### config.mk
export PLATFORM = sky130hd
export DESIGN_NAME = i2c_bit_engine
export DESIGN_NICKNAME = d
export VERILOG_FILES = /design/src/rtl/i2c_eng_pkg.sv /design/src/rtl/i2c_eng_tick.sv /design/src/rtl/i2c_eng_shift.sv /design/src/rtl/i2c_bit_engine.sv
export SDC_FILE = /design/constraint.sdc
export NUM_CORES = 1
export LEC_CHECK = 0
export ABC_AREA = 1
export BUFFER_PORTS_ARGS = -buffer_cell sky130_fd_sc_hd__buf_2
export CAP_MARGIN = 20
export CORE_UTILIZATION = 52
export CTS_CLUSTER_DIAMETER = 150
export DETAILED_ROUTE_END_ITERATION = 10
export PLACE_DENSITY = 0.72
export REMOVE_ABC_BUFFERS = 1
export SETUP_SLACK_MARGIN = 0.15
export SLEW_MARGIN = 30
export SYNTH_ARGS = -nofsm -noshare
export SYNTH_HDL_FRONTEND = slang
export SYNTH_SLANG_ARGS = --single-unit
### constraint.sdc
create_clock -name clk -period 3.6 [get_ports clk]
set_clock_uncertainty 0.05 [all_clocks]
set_input_delay 0.72 -clock clk [delete_from_list [all_inputs] [get_ports clk]]
set_output_delay 0.72 -clock clk [all_outputs]
set_load 0.01 [all_outputs]
### src/rtl/i2c_eng_pkg.sv
package i2c_eng_pkg;

    localparam logic [2:0] OP_START   = 3'd1;
    localparam logic [2:0] OP_STOP    = 3'd2;
    localparam logic [2:0] OP_WRITE   = 3'd3;
    localparam logic [2:0] OP_READ    = 3'd4;
    localparam logic [2:0] OP_RECOVER = 3'd5;

    localparam int RECOVER_PULSES = 9;

    typedef enum logic [2:0] {
        ST_IDLE,
        ST_START,
        ST_STOP,
        ST_BYTE,
        ST_RCLK
    } eng_state_e;

endpackage

### src/rtl/i2c_eng_tick.sv
module i2c_eng_tick #(
    parameter int DIV_W = 16
) (
    input  logic             clk,
    input  logic             rst_n,
    input  logic             restart,
    input  logic             run,
    input  logic [DIV_W-1:0] div_q,
    output logic             tick
);

    logic [DIV_W-1:0] cnt;
    logic [DIV_W-1:0] div_l;

    always_ff @(posedge clk or negedge rst_n) begin
        if (!rst_n) begin
            cnt   <= '0;
            div_l <= '0;
        end else if (restart) begin
            cnt   <= div_q;
            div_l <= div_q;
        end else if (run) begin
            if (cnt == '0) cnt <= div_l;
            else           cnt <= cnt - 1'b1;
        end
    end

    assign tick = run && (cnt == '0);

endmodule

### src/rtl/i2c_eng_shift.sv
module i2c_eng_shift #(
    parameter int DATA_W = 8
) (
    input  logic              clk,
    input  logic              rst_n,
    input  logic              load,
    input  logic [DATA_W-1:0] load_val,
    input  logic              shift,
    input  logic              sin,
    output logic [DATA_W-1:0] q
);

    always_ff @(posedge clk or negedge rst_n) begin
        if (!rst_n)     q <= '0;
        else if (load)  q <= load_val;
        else if (shift) q <= {q[DATA_W-2:0], sin};
    end

endmodule

### src/rtl/i2c_bit_engine.sv
module i2c_bit_engine
    import i2c_eng_pkg::*;
#(
    parameter int DIV_W  = 16,
    parameter int DATA_W = 8
) (
    input  logic              clk,
    input  logic              rst_n,
    input  logic              cmd_valid,
    input  logic [2:0]        cmd_op,
    input  logic [DATA_W-1:0] cmd_wdata,
    input  logic              cmd_ack_lvl,
    input  logic [DIV_W-1:0]  div_q,
    input  logic              sda_in,
    output logic              scl_oe,
    output logic              sda_oe,
    output logic              busy,
    output logic              done,
    output logic [DATA_W-1:0] rdata,
    output logic              nack
);

    localparam int CNT_W = $clog2(DATA_W + 2);
    localparam logic [CNT_W-1:0] ACK_BIT  = CNT_W'(DATA_W);
    localparam logic [CNT_W-1:0] RCLK_END = CNT_W'(RECOVER_PULSES - 1);

    eng_state_e       state, state_n;
    logic [1:0]       phase, phase_n;
    logic [CNT_W-1:0] bitn, bit_n;

    logic              accept, tick, op_ok;
    logic              rd_mode, ack_l, ack_smp, bitval;
    logic              sh_shift;
    logic [DATA_W-1:0] sh_val, sh_q;
    logic              last_bit;

    assign op_ok    = (cmd_op >= OP_START) && (cmd_op <= OP_RECOVER);
    assign accept   = (state == ST_IDLE) && cmd_valid && op_ok;
    assign busy     = (state != ST_IDLE);
    assign last_bit = (bitn == ACK_BIT);
    assign sh_val   = (cmd_op == OP_WRITE) ? cmd_wdata : '1;
    assign sh_shift = tick && (state == ST_BYTE) && (phase == 2'd2) && !last_bit;

    i2c_eng_tick #(.DIV_W(DIV_W)) u_tick (
        .clk     (clk),
        .rst_n   (rst_n),
        .restart (accept),
        .run     (busy),
        .div_q   (div_q),
        .tick    (tick)
    );

    i2c_eng_shift #(.DATA_W(DATA_W)) u_shift (
        .clk      (clk),
        .rst_n    (rst_n),
        .load     (accept),
        .load_val (sh_val),
        .shift    (sh_shift),
        .sin      (sda_in),
        .q        (sh_q)
    );

    // Level to leave on SDA for the current clocked bit (1 = released)
    always_comb begin
        if (state == ST_RCLK) bitval = 1'b1;
        else if (last_bit)    bitval = rd_mode ? ack_l : 1'b1;
        else                  bitval = rd_mode ? 1'b1 : sh_q[DATA_W-1];
    end

    // State register with its next-state logic
    always_comb begin
        state_n = state;
        phase_n = phase;
        bit_n   = bitn;
        if (accept) begin
            phase_n = 2'd0;
            bit_n   = '0;
            unique case (cmd_op)
                OP_START: state_n = ST_START;
                OP_STOP:  state_n = ST_STOP;
                OP_WRITE, OP_READ: state_n = ST_BYTE;
                OP_RECOVER: state_n = ST_RCLK;
                default:  state_n = ST_IDLE;
            endcase
        end else if (tick) begin
            phase_n = phase + 2'd1;
            if (phase == 2'd3) begin
                unique case (state)
                    ST_START, ST_STOP: state_n = ST_IDLE;
                    ST_BYTE: begin
                        if (last_bit) state_n = ST_IDLE;
                        else          bit_n   = bitn + CNT_W'(1);
                    end
                    ST_RCLK: begin
                        if (bitn == RCLK_END) begin
                            state_n = ST_STOP;
                            bit_n   = '0;
                        end else begin
                            bit_n = bitn + CNT_W'(1);
                        end
                    end
                    default: state_n = ST_IDLE;
                endcase
            end
        end
    end

    always_ff @(posedge clk or negedge rst_n) begin
        if (!rst_n) begin
            state <= ST_IDLE;
            phase <= 2'd0;
            bitn  <= '0;
        end else begin
            state <= state_n;
            phase <= phase_n;
            bitn  <= bit_n;
        end
    end

    // Output process: wire enables, results, done pulse
    always_ff @(posedge clk or negedge rst_n) begin
        if (!rst_n) begin
            scl_oe  <= 1'b0;
            sda_oe  <= 1'b0;
            done    <= 1'b0;
            rdata   <= '0;
            nack    <= 1'b0;
            rd_mode <= 1'b0;
            ack_l   <= 1'b1;
            ack_smp <= 1'b1;
        end else begin
            done <= 1'b0;
            if (accept) begin
                rd_mode <= (cmd_op == OP_READ);
                ack_l   <= cmd_ack_lvl;
                if (cmd_op == OP_RECOVER) begin
                    scl_oe <= 1'b1;
                    sda_oe <= 1'b0;
                end
            end else if (tick) begin
                unique case (state)
                    ST_START: begin
                        unique case (phase)
                            2'd0:    sda_oe <= 1'b0;
                            2'd1:    scl_oe <= 1'b0;
                            2'd2:    sda_oe <= 1'b1;
                            default: begin
                                scl_oe <= 1'b1;
                                done   <= 1'b1;
                            end
                        endcase
                    end
                    ST_STOP: begin
                        unique case (phase)
                            2'd0:    scl_oe <= 1'b1;
                            2'd1:    sda_oe <= 1'b1;
                            2'd2:    scl_oe <= 1'b0;
                            default: begin
                                sda_oe <= 1'b0;
                                done   <= 1'b1;
                            end
                        endcase
                    end
                    ST_BYTE, ST_RCLK: begin
                        unique case (phase)
                            2'd0:    sda_oe <= ~bitval;
                            2'd1:    scl_oe <= 1'b0;
                            2'd2:    ack_smp <= sda_in;
                            default: begin
                                scl_oe <= 1'b1;
                                if (state == ST_BYTE && last_bit) begin
                                    done <= 1'b1;
                                    nack <= ack_smp;
                                    if (rd_mode) rdata <= sh_q;
                                end
                            end
                        endcase
                    end
                    default: ;
                endcase
            end
        end
    end

endmodule

; ---- Word level (Yosys, flattened, before mapping)
; Cells that the tools add are included.
[word_totals]
ram_bits = 0
mem_bits_ro = 0
latch_bits = 0
elab_cells = 121
output_inout_bits = 13
mem_count = 0
ff_bits = 64
[classes]
bitwise_logic = 3
addsub = 3
n_shift = 0
n_mux = 44
multipliers = 0
n_reduce_logical = 33
div_mod_pow = 0
magnitude_cmp = 2
eq_ne = 22
[op_table]
columns = op, n
row1 = 16-bit 2-to-1 mux, 3
row2 = 8-bit 2-to-1 mux, 3
row3 = 4-bit 2-to-1 mux, 5
row4 = 16-bit zero test, 1
row5 = 1-bit 2-to-1 mux, 16
row6 = "16-bit by 1-bit subtractor with 16-bit output, second input constant", 1
row7 = 3-bit 2-to-1 mux, 5
row8 = "3-bit != test, second input constant", 5
row9 = "3-bit by 2-bit equality test with 1-bit output, second input constant", 4
row10 = 1-bit case mux with 2 select lines, 6
row11 = 3-bit case mux with 4 select lines, 1
row12 = 4-bit AND reduction, 3
row13 = 6-bit AND reduction, 2
row14 = 5-bit AND reduction, 2
row15 = "3-bit equality test, second input constant", 3
row16 = 3-bit nonzero test, 3
row17 = 1-bit logical AND, 8
row18 = "4-bit != test, second input constant", 2
row19 = 4-bit case mux with 2 select lines, 1
row20 = 2-bit nonzero test, 4
row21 = 2-bit OR reduction, 4
row22 = "3-bit by 1-bit equality test with 1-bit output, second input constant", 2
row23 = 3-bit case mux with 2 select lines, 1
row24 = 3-bit OR reduction, 2
row25 = other kinds (16), 20

; ---- Depth between registers and ports, before layout
; Gate-level depths: netlist of run 1.
[logic_depth]
word_depth = 8
mapped_depth = 11
ltp_nobuf = 11

; ---- Hierarchy
; From an unflattened synthesis of run 1, not the netlist that was laid out.
[unflattened]
hier_cells = 567
hier_area_um2 = 4033.9
[by_module_without_submodules]
columns = module, cells_each, n_inst, area_per_inst_um2
row1 = i2c_eng_tick, 293, 1, 2040.7
row2 = i2c_bit_engine, 230, 1, 1619.1
row3 = i2c_eng_shift, 44, 1, 374.1

; ---- Least setup slack after synthesis of run 1
; No wires, ideal clock.
[synth_path]
path_kind = input -> register
from = input port cmd_op[2]
to = register u_tick.cnt[7]
arrival_ns = 1.621
path_stages = 9
required_time_ns = 3.426
slack_ns = 1.805
cell_sequence = nor2_1 -> nand2_1 -> nand2_2 -> nor2_8 -> nor2_4 -> clkinv_2 -> buf_4 -> nand3_1 -> nand3_1
[synth_via]
elab_chain_len = 4
[synth_lines]
columns = item, line_no
row1 = "start, declared", i2c_bit_engine.sv:10  ; input logic [2:0] cmd_op,
row2 = 3-bit by 1-bit >= comparator with 1-bit output or 3-bit <= comparator (tied branches), i2c_bit_engine.sv:37  ; assign op_ok = (cmd_op >= OP_START) && (cmd_op <= OP_RECOVER);
row3 = 1-bit logical AND (*), i2c_bit_engine.sv:37
row4 = 1-bit logical AND (*), i2c_bit_engine.sv:38  ; assign accept = (state == ST_IDLE) && cmd_valid && op_ok;
row5 = 16-bit 2-to-1 mux or 2-bit nonzero test (tied branches), n/a
row6 = "end signal, assigned", i2c_eng_tick.sv:20  ; cnt <= div_q;
row7 = "end signal, assigned", i2c_eng_tick.sv:23  ; if (cnt == '0) cnt <= div_l;
row8 = "end signal, assigned", i2c_eng_tick.sv:24  ; else cnt <= cnt - 1'b1;
row9 = "end, declared", i2c_eng_tick.sv:12  ; logic [DIV_W-1:0] cnt;
; Every way passes the cells marked *; elsewhere a longest branch is shown, timed or not.
; A chain may end at the register's enable or synchronous reset.

; ---- Worst setup path in the final report of run 1
[layout_path]
from = register state[0]
to = register u_tick.cnt[0]
[layout_via]
elab_chain_len = 4
[layout_lines]
columns = item, line_no
row1 = "start, declared", i2c_bit_engine.sv:27  ; eng_state_e state, state_n;
row2 = "start signal, assigned", i2c_bit_engine.sv:114  ; state <= state_n;
row3 = 3-bit zero test, i2c_bit_engine.sv:38
row4 = 1-bit logical AND (2 in a row), i2c_bit_engine.sv:38
row5 = 16-bit 2-to-1 mux or 2-bit nonzero test (tied branches), n/a
; Parallel ways exist; a longest one is shown, timed or not.

==> results summary, run 1 <==
The run finished with clean final reports. The measured slew at the worst slew-check pin came out at 0.673 ns. The CTS sink count is 64. Clock tree synthesis inserted a total of 9 buffers.

The initial antenna violation count came out at 0. The total of fill cells in the finished design came out at 660. The floorplan has 30 rows. Setup total negative slack on the finished layout was measured at 0 ns. The share of synthesized registers carrying an async set or reset is 1.00. The die area is 7740 µm². The proportion of netlist area held by the largest area contributor is 0.404. The cell area power density came out at approximately 700 nW/µm². The per-cell routed wire length is about 13 µm.

The non-filler instance count after layout is 662. The net count of the finished layout is between 600 and 700. By area the synthesized netlist is led by dfrtp_1 (40%), nand2_1 (15%), nand3_1 (6.1%), o21ai_0 (6.1%), inv_1 (5.3%).

For this block, the initial DRC count from the detailed router was roughly 180. The number of max-slew violations in the final report came to 0. TritonCTS built the clock tree. Across the VDD grid, the largest voltage drop is 387 µV.

Setup violations remaining at the end of the flow were counted as 0. The unique cell type count in the Yosys netlist came out at 35. For this run, the total global-route usage over all layers was measured as 0.241. Of the cells placed in the final design, the portion with a size suffix greater than 1 is 0.184.

The total DRC errors in the routed layout is 0. The total length of routed wires came out at 8310 µm. The critical path in this run is classified as reg2reg.

The sum of overflow across all layers after global routing is 0. A synthesized cell averages 7.43 µm². The wire-length estimate of the detail-placed layout is 5900 µm. The worst setup path is launched from a register. The gate count of the mapped netlist is 517. STA classifies the critical path endpoint as a register. The initial cell density of the core came out at 0.550.

The wire length of the first global-routing pass is 14,400 µm. Across all layers, the routed design uses 3,396 vias. The hold violation count in the final report came to 0. The area taken by flip-flops and latches came out at roughly 1600 µm². The H-tree was split into 3 levels. Of all nets on the critical path, the largest fanout is 54. The number of buffers added for setup after CTS came out at 0.

The share of synthesized area occupied by flip-flops and latches came out at 0.417. In this run the clock root is driven by a clkbuf_8. Setup repair after global routing left no endpoint under its margin. Before antenna repair, the detailed router went through 5 iterations.

The most numerous cell in the Yosys netlist is nand2_1. The final weighted congestion in routability-driven placement is 0.843. The post-route minimum period came out at 2.14 ns. The number of flops mapped to enable cells by yosys is 0. The number of global-route vias before repair is 3,098. The number of hold buffers added after CTS came out at 0. Measured along the y axis, the die boundary spans around 90 µm. At the worst endpoint, the required time is 3.78 ns. At the later pin of the worst-skew pair, clock insertion delay measures 0.35 ns. The area of the placeable core is 6980 µm².

The post-cts resize count is 0. Counting flops and latches in the post-synthesis netlist gives 64. The area occupied by multi-input gates came out at 1930 µm². In this run the worst hold path is classified as in2async.

Summed over all cells, the static leakage comes to 2.27 nW. The port buffer count came out at 44. The number of antenna cells inserted is 0. In the finished design, the share of the clock period the worst path needs comes to 0.595. The yosys synthesis warning count is 0.

The antenna violation net count after detailed routing came out at 0. The most used flip-flop cell after synthesis is dfrtp_1. The worst path arrival time is 2.32 ns. The number of buffers on the longest clock path is 2.

The top-level port count is 45. The worst setup timing slack at the placement stage came out at 1.14 ns. The area added between synthesis and finish is 12.9%.

In the post-route analysis, the smallest setup slack over all paths is around 1.5 ns. The highest attainable clock frequency came out at 0.467 GHz. The tool flagged a number of max-cap violations equal to 0.

The number of cells after detailed placement came out at 646. The netlist area before placement came out at 3840 µm². The die is 88.0 µm wide. After clock tree synthesis, the clock-pin slew on the worst setup and hold paths is 0.07 ns. The normalized max-slew margin is 0.552. The maximum number of pins on one net before global-route repair is 55. The commonest cells after synthesis are nand2_1 (152), dfrtp_1 (62), inv_1 (54). The largest total area in the synthesized netlist belongs to dfrtp_1. The ratio of routed vias to standard cells is 5.13.
==> state kept, by name, indices dropped and copies added (netlist names) <==
signal	count
rdata	8
ack_smp	1
state	3
u_tick.div_l	16
u_tick.cnt	16
rd_mode	1
done	1
sda_oe	1
phase	2
ack_l	1
u_shift.q	8
scl_oe	1
bitn	4
nack	1
==> final timing paths <==
path / cells past startpoint / to / slack [ns] / startpoint
worst max-delay path: 8 / u_tick.cnt[0] / 1.46 / state[0]
worst min-delay path: 1 / state[1] / 0.32 / rst_n
worst max register to register: 8 / u_tick.cnt[0] / 1.46 / state[0]
worst min register to register: 2 / u_tick.div_l[14] / 0.43 / u_tick.div_l[14]
max in group asynchronous: 2 / u_shift.q[7] / 2.59 / rst_n
min in group clk: 2 / u_tick.div_l[14] / 0.43 / u_tick.div_l[14]
==> layout make-up <==
type	count	share of cell area
clock buffer	9	0.0285
clock inverter	7	0.0236
inverter	58	0.0505
multi-input combinational	382	0.445
sequential	64	0.370
tap	96	0.0277
timing repair buffer	46	0.0548
==> routing by layer <==
metal,vias up,GRT usage,share of wire
li1,1760,-,-
met1,1555,0.337,0.50
met2,79,0.369,0.44
met3,2,0.0650,0.054
met4,0,0.0656,0.0043
met5,-,0,0
==> per-stage QoR <==
| stage | utilization | area (µm²) | power, mW | hold slack (ns) |
|---|---|---|---|---|
| final | 0.622 | 4340 | 3.07 | 0.317 |
| after global routing | 0.622 | 4340 | 3.34 | 0.372 |
| after CTS | 0.622 | 4340 | 3.09 | 0.339 |
| after detailed placement | 0.589 | 4110 | 2.37 | 0.405 |
| after global placement | 0.589 | 4110 | 2.32 | 0.400 |
| after floorplan | - | 3750 | 2.07 | 0.374 |
==> where the power goes <==
group	switching (mW)	internal (mW)	leakage, nW
combinational	0.774	0.421	1.38
clock	0.311	0.397	0.110
sequential	0.202	0.970	0.781
==> cells in the final DEF, fill, tap and decap left out <==
cell        Yosys  final
nand2_1       152    152
dfrtp_1        62     62
inv_1          54     54
nor2_1         48     48
nand3_1        47     47
o21ai_0        47     47
buf_2           3     43
a21oi_1        17     17
ha_1            9      9
clkbuf_8        0      9
nand2_2         8      8
o21ai_2         8      8
o21ai_1         7      7
nand4_1         6      6
nor2_4          5      5
nor3_1          5      5
inv_2           3      3
nor2_2          3      3
nand2_4         3      3
or2_2           3      3
buf_4           5      3
nor2_8          2      2
nand3_4         2      2
xor2_1          2      2
xnor2_1         2      2
dfstp_2         2      2
bufinv_16       0      2
clkinv_4        0      2
inv_6           0      2
nand3_2         1      1
a311oi_1        1      1
o21ai_4         1      1
clkinv_2        1      1
nand3b_1        1      1
o21a_1          1      1
nor3b_1         1      1
clkinvlp_4      0      1
==> worst max-delay path: stages (launching register included) <==
cell      delay (ns)
dfrtp_1         0.46
nor2_4          0.19
nand3_4         0.12
nor2_8          0.53
nor2_4          0.18
clkinv_2        0.26
nand2_1         0.08
inv_1           0.06
a21oi_1         0.06
==> kinds of logic (layout without fill, tap and decap cells) <==
logic type	count (synthesis)	after routing	synth area share
compound gates	82	82	0.119
buf+inv	71	120	0.0798
flops	64	64	0.417
xor+xnor	4	4	0.00912
simple gates	287	287	0.345
fa+ha+maj	9	9	0.0293
Power figures use the tool's default switching activity.
==> run 2: changes to the inputs <==
--- a/config.mk
+++ b/config.mk
@@ -5,13 +5,13 @@
 export SDC_FILE = /design/constraint.sdc
 export NUM_CORES = 1
 export LEC_CHECK = 0
-export ABC_AREA = 1
+export ABC_AREA = 0
 export BUFFER_PORTS_ARGS = -buffer_cell sky130_fd_sc_hd__buf_2
 export CAP_MARGIN = 20
 export CORE_UTILIZATION = 52
 export CTS_CLUSTER_DIAMETER = 150
 export DETAILED_ROUTE_END_ITERATION = 10
-export PLACE_DENSITY = 0.72
+export PLACE_DENSITY = 0.73
 export REMOVE_ABC_BUFFERS = 1
 export SETUP_SLACK_MARGIN = 0.15
 export SLEW_MARGIN = 30
==> constraint.sdc (replaced) <==
create_clock -name clk -period 2.07 [get_ports clk]
set_clock_uncertainty 0.05 [all_clocks]
set_input_delay 0.414 -clock clk [delete_from_list [all_inputs] [get_ports clk]]
set_output_delay 0.414 -clock clk [all_outputs]
set_load 0.01 [all_outputs]
==> run 2 against run 1 <==
  * The flow now finishes with violations (negative setup slack)
  * Via count grew 13%
  * Non-clock buffer count grew 74
  * Critical path depth shrank 2
  * Critical path type unchanged
  * Clock power rose by 57%
  * Utilization grew 12 points
  * Worst hold slack worse by 0.30 ns
  * Synthesized cell count decreased by 21%
  * Combinational power decreased by 46%
==> results summary, run 2 <==
The final weighted congestion in routability-driven placement is 0.880. The most numerous cell in the Yosys netlist is dfrtp_1. The hold violation count in the final report was 0. The routed design uses ~900 µm of met3 wire.

The end of the worst register-to-register path is state[1]. Summing every instance area after synthesis gives 3730 µm². The design area came out at approximately 5100 µm². The initial cell density of the core came out at 0.544. The top-level port count is 45. TritonCTS built the clock tree. The first detailed-routing pass ran for 5 iterations. Once placement finished, the instance area stood at roughly 4400 µm².

The top cell types in the final layout, fill and taps aside, are dfrtp_1 (62), buf_4 (61), nand2_1 (59), buf_2 (44), nor2_1 (35). The die covers between 7000 and 8000 µm². Of all cell types, the one taking the most synthesized area is dfrtp_1. The total via count in the routed design came out at 3,832. The area taken by flip-flops and latches came out at between 1500 and 2000 µm². The share of synthesized registers carrying an async set or reset is 1.00. After synthesis the netlist holds a flip-flop and latch count of 64. The post-route minimum period is between 2 and 2.5 ns. The most common library cell in the layout ignoring fill and taps is dfrtp_1. The ratio of routed vias to standard cells came out at 6.24. The kind of launch point of the worst setup path is a register. The layout has around 450 filler cells. The buffer and inverter count on the worst path is 1. Timing analysis after detailed placement gives a worst setup slack of -0.0456 ns. The sum of overflow across all layers after global routing is 0. The peak per-stage delay on the critical path is 0.57 ns. Yosys printed 0 warnings. Sorting the synthesized cells by area gives the leading types as dfrtp_1 (42%), nand2_1 (6.0%), mux2_2 (5.4%), nor2_1 (3.6%), ha_1 (3.0%). Of the cells placed in the final design, the portion with a size suffix greater than 1 is 0.402.

The share of the cycle needed by the critical path after routing is 1.09. The number of maximum-capacitance violations came out at 0. Counting flops with a built-in enable in the synthesized netlist gives 0. The power consumption came out at about 3.2 mW. The port buffer count is 44. The area of the placeable core came out at 6870 µm².

The measured slew at the worst slew-check pin is 0.744 ns. The critical path goes through or4_4, nor4_4, buf_6, nand3_1, o21ai_0, a221o_1. The detailed route wirelength on metal2 is about 5300 µm. The critical path in this run is classified as reg2reg. Once layout is complete, the utilization of the core stands at 0.746. By count the netlist is led by dfrtp_1 (62), nand2_1 (60), nor2_1 (36).

The highest metal layer carrying signal wires in the routed design is met4. The setup violation total in the final timing report came out at 2. The starting DRC count in detailed routing came out at a little under 300. The proportion of netlist area held by the largest area contributor came out at 0.415. The net count reported at finish came out at 554.

The gate count of the mapped netlist is 406. The area added between synthesis and finish came out at 37.1%. Measured along the x axis, the die boundary spans ~87 µm. The required time of the critical path came out at 2.30 ns. Clock-pin slew was measured on the worst setup and hold paths at ~0.08 ns.

The number of hold buffers added after CTS is 0. Of the synthesized area, sequential elements account for 0.429. The maximum number of pins on one net before global-route repair came out at 65. The wire length of the first global-routing pass came out at 17,200 µm. After detailed routing, the number of remaining DRC violations is 0. Clock tree synthesis inserted a total of 9 buffers. The number of max-slew violations in the final report came out at 0. The static power due to leakage came out at 2.39 nW. The final reports fail on negative setup slack.

The non-filler instance count after layout came out at 614. The minimum setup slack in the final design came out at -0.179 ns. The worst IR drop on VDD is 492 µV.

The area occupied by multi-input gates is 2270 µm². For the worst-skew pair, the clock arrives at the later sink with an insertion delay of between 0.3 and 0.4 ns. The minimum hold slack is 0.0157 ns. 0 antenna diodes ended up in the layout. The largest registers in the layout are u_tick.cnt: 16 flops, u_tick.div_l: 16 flops.

The number of placement rows came out at 30. Setup repair after global routing could not meet its margin everywhere. The overall die height is 86.8 µm. The number of global-route vias before repair is approximately 3,500. For this block, the routed nets add up to about 11,000 µm of wire. The initial antenna violation count came out at 0. The half-perimeter wire length after detailed placement came out at roughly 7000 µm. The master cell of the clock root buffer is clkbuf_8. STA classifies the critical path endpoint as a register. The worst hold path belongs to the class in2async. Headroom to the max-slew limit came out at 0.503.

The unique cell type count in the Yosys netlist came out at 67. The number of buffers on the longest clock path is 2. After detailed placement, the design holds a cell count of 576. The CTS sink count came out at 64. The all-layer global routing usage came out at 0.297. The summed negative setup slack over all endpoints is -0.202 ns. The maximum fanout count along the critical path is 6. The number of cells on the worst reg-to-reg path is 6. The worst path arrival time came out at approximately 2.5 ns. The launch point of the worst reg-to-reg path is u_tick.cnt[8]. The per-cell routed wire length came out at ~18 µm. The highest attainable clock frequency is 0.445 GHz. On the critical path, the stage with the largest delay is an instance of or4_4.

The cell area power density is between 600 and 700 nW/µm². The number of levels the H-tree was split into is 3. The detail route stage leaves a number of antenna-violating nets equal to 0.

The minimum setup slack among reg-to-reg paths is -0.18 ns. The cell family contributing the most delay on the critical path is simple AND/OR/NAND/NOR gates. The run finished, with violations left. The wire length the detailed router placed on met1 came out at 4740 µm.

Among all flip-flop cells after synthesis, the most frequent one is dfrtp_1. Each instance of the synthesized netlist takes up on average 9.20 µm².
run 2: layout make-up:
class | count | area share
Timing Repair Buffer | 120 | 0.172
Multi-Input combinational cell | 307 | 0.444
Clock buffer | 11 | 0.0276
Clock inverter | 5 | 0.0112
Sequential cell | 64 | 0.313
Tap cell | 96 | 0.0235
Inverter | 11 | 0.00806
run 2: how the worst max path moves through the flow:
stage | start | endpoint | slack [ns] | cells past startpoint
detailed placement | cmd_op[0] | u_tick.cnt[8] | -0.05 | 7
CTS | u_tick.cnt[10] | sda_oe | 0.08 | 6
floorplan | state[2] | u_tick.cnt[0] | -0.77 | 5
global route | u_tick.cnt[10] | state[1] | -0.26 | 6
global placement | cmd_op[0] | u_tick.cnt[13] | -0.005 | 6
finish | u_tick.cnt[8] | state[1] | -0.18 | 6
run 2: cell families (layout without fill, tap and decap cells):
family          count (synthesis)  after routing  synth area share
compound gates                 95             95             0.178
xor+xnor                        8              8            0.0188
fa+ha+maj                       9              9            0.0302
buf+inv                        35            147            0.0419
flops                          64             64             0.429
mux                            23             23            0.0680
simple gates                  172            172             0.234
run 2: report_power, final:
group / internal, mW / switching (mW) / leakage (nW)
sequential: 1.36 / 0.123 / 0.778
clock: 0.587 / 0.524 / 0.0916
combinational: 0.319 / 0.329 / 1.52
run 2: per-layer routing:
metal  GRT usage  vias up
met5           0        -
met4       0.124        0
met3      0.0514       52
met2       0.455      236
met1       0.417     1849
li1            -     1695
run 2: repair_timing:
action                     in CTS  in global routing
gates resized for setup        28                 49
pin swaps                       8                 17
setup endpoints to repair      38                 47
buffers inserted                7                 13
cloned                          0                  2
==> run 3: changes to the inputs <==
--- a/config.mk
+++ b/config.mk
@@ -8,6 +8,7 @@
 export ABC_AREA = 0
 export BUFFER_PORTS_ARGS = -buffer_cell sky130_fd_sc_hd__buf_2
 export CAP_MARGIN = 20
+export CORE_ASPECT_RATIO = 0.8
 export CORE_UTILIZATION = 52
 export CTS_CLUSTER_DIAMETER = 150
 export DETAILED_ROUTE_END_ITERATION = 10
==> constraint.sdc (replaced) <==
create_clock -name clk -period 2.7 [get_ports clk]
set_clock_uncertainty 0.05 [all_clocks]
set_input_delay 0.54 -clock clk [delete_from_list [all_inputs] [get_ports clk]]
set_output_delay 0.54 -clock clk [all_outputs]
set_load 0.01 [all_outputs]
==> run 3 against run 2 <==
  * The run now ends clean
  * Total power fell by 23%
  * Cell area is 15% lower
  * Setup slack better by 0.55 ns
  * Die area about the same
  * Utilization is 12 points lower
  * Wire length decreased by 19%
  * Global-route usage down 3.4 points
  * Largest cell class unchanged
==> results summary, run 3 (synthesis gave the netlist of run 2 again) <==
The die is between 90 and 100 µm wide. The first global-routing pass estimated roughly 16,000 µm of wire. The area of the placeable core is 6930 µm². The number of buffers on the longest clock path is 2. In this run the worst path has a maximum fanout of 14. The total via count in the routed design is 3,262. After detailed routing, the met2 layer carries between 4000 and 5000 µm of wire.

Traced cell by cell, the critical path runs through buf_4, nor3_1, inv_1, buf_2. The sum of met3 wire segment lengths after detailed routing came out at just under 500 µm. The root buffer cell chosen for the clock tree is clkbuf_8. The hold violation count in the final report came out at 0.

The share of the cycle needed by the critical path after routing came out at 0.862. The critical path is of the reg2out type. The number of placement rows is 27. In the final layout, the registers with the most flip-flops are u_tick.cnt: 16 flops, u_tick.div_l: 16 flops. Setup repair after global routing left no endpoint under its margin. The post-route minimum period came out at 2.33 ns. The final weighted congestion in routability-driven placement came out at slightly below 0.9. Counting every sink on the clock net gives 64. The ratio of routed vias to standard cells came out at 5.97.

The measured slew at the worst slew-check pin is 0.579 ns. The die area is 7530 µm². The all-layer global routing usage is 0.263. The per-cell routed wire length came out at ~17 µm. TritonCTS built the clock tree.

The sum of overflow across all layers after global routing is 0. The setup violation total in the final timing report is 0. The total of fill cells in the finished design is between 600 and 700. Input and output buffers added on the ports amount to 44. The normalized max-slew margin came out at 0.613.

Entering global routing, the biggest net connects 45 pins. In the layout the commonest cells are dfrtp_1 (62), nand2_1 (60), buf_2 (44), nor2_1 (36). The summed negative setup slack over all endpoints came out at 0 ns. The cell area power density is 573 nW/µm².

The flow ran to the end, and the final reports show no timing, DRC or antenna violations. STA classifies the critical path endpoint as an output pin. The starting DRC count in detailed routing came out at 275.

The utilization after layout came out at 0.627. The number of antenna cells inserted is 0. The kind of launch point of the worst setup path is a register. The routed design has between 9000 and 10,000 µm of wire. The number of buffers added for setup after CTS is 0. After clock tree synthesis, the clock-pin slew on the worst setup and hold paths is 0.08 ns. The worst path arrival time came out at 1.74 ns. The detailed router used layers up to and including met4.

The static power due to leakage is 2.03 nW. The total DRC errors in the routed layout came out at 0. The initial antenna violation count is 0. The post-cts resize count is 0. The antenna violation net count after detailed routing came out at 0.

Leaving out fill and tap cells, the most frequent cell in the layout is dfrtp_1. The number of max-slew violations in the final report is 0. The detailed router put a total of 4460 µm of wire on met1. The top-level port count is 45. The initial cell density of the core came out at 0.539.

The peak per-stage delay on the critical path came out at 0.42 ns. The CTS buffer count came out at 9. The number of maximum-capacitance violations came out at 0. The fraction of layout cells with a size suffix above 1 is 0.244.

The number of global-route vias before repair came out at 3,238. Timing would allow up to 0.430 GHz. The worst IR drop on VDD came out at approximately 400 µV.

The slowest library cell on the worst path is dfrtp_1. The number of levels the H-tree was split into came out at 3. The net count reported at finish came out at 495. The area growth from synthesis to layout is 16.3%. The worst-skew pair later-pin latency is 0.35 ns.

The half-perimeter wire length after detailed placement is 6580 µm. The total iterations of the first detailed-routing run came out at 5. Hold repair after CTS inserted 0 buffers.

The min-delay analysis places its worst path in the category in2async. The required time of the critical path is 2.11 ns. The overall die height is roughly 78 µm.
[run 3: changes by cell type in the layout (fill, tap and decap cells not counted), sizes merged]
cell | before | now
bufinv | 1 | 3
clkbuf | 12 | 9
clkinvlp | 3 | 2
inv | 11 | 12
buf | 119 | 61
[run 3: area by class of cell]
type / count / area [µm²] / share of cell area
Tap cell: 87 / 109 / 0.0251
Timing Repair Buffer: 61 / 373 / 0.0858
Clock buffer: 9 / 124 / 0.0285
Clock inverter: 7 / 119 / 0.0274
Inverter: 11 / 41.3 / 0.00950
Sequential cell: 64 / 1600 / 0.369
Multi-Input combinational cell: 307 / 1970 / 0.454
[run 3: worst max-delay path: cells and delay by family, from the launching register on]
family | cells | cell delay [ns]
simple gates | 1 | 0.27
buf+inv | 3 | 0.69
flops | 1 | 0.42
[run 3: path summary, 6_finish.rpt]
| kind | startpoint | to | slack, ns | cells past startpoint |
|---|---|---|---|---|
| worst min-delay path | rst_n | u_tick.cnt[14] | 0.1 | 1 |
| max in group asynchronous | rst_n | ack_l | 1.83 | 2 |
| min in group clk | cmd_ack_lvl | ack_l | 0.33 | 3 |
| worst max-delay path | state[2] | busy | 0.37 | 4 |
| worst min register to register | ack_l | ack_l | 0.41 | 2 |
| worst max register to register | state[1] | sda_oe | 0.43 | 5 |
[run 3: metal layers]
metal / vias up / track usage
li1: 1575 / -
met1: 1573 / 0.369
met2: 97 / 0.404
met3: 17 / 0.0568
met4: 0 / 0.0910
met5: - / 0
[run 3: report_power, final]
part / internal [mW] / leakage, nW / switching [mW]
combinational: 0.156 / 1.14 / 0.156
clock: 0.614 / 0.116 / 0.405
sequential: 1.04 / 0.778 / 0.118
total: 1.81 / 2.03 / 0.679
[run 3: through the flow]
step | worst slack [ns] | std cells | cell area [µm²] | total power, mW | hold WS (ns)
global placement | 0.357 | 530 | 4100 | 1.47 | 0.398
finish | 0.374 | 546 | 4340 | 2.49 | 0.0999
global route | 0.224 | 546 | 4340 | 2.60 | 0.132
detailed placement | 0.269 | 530 | 4100 | 1.49 | 0.398
CTS | 0.376 | 546 | 4340 | 2.50 | 0.121
floorplan | -0.141 | 382 | 3620 | 1.36 | 0.194
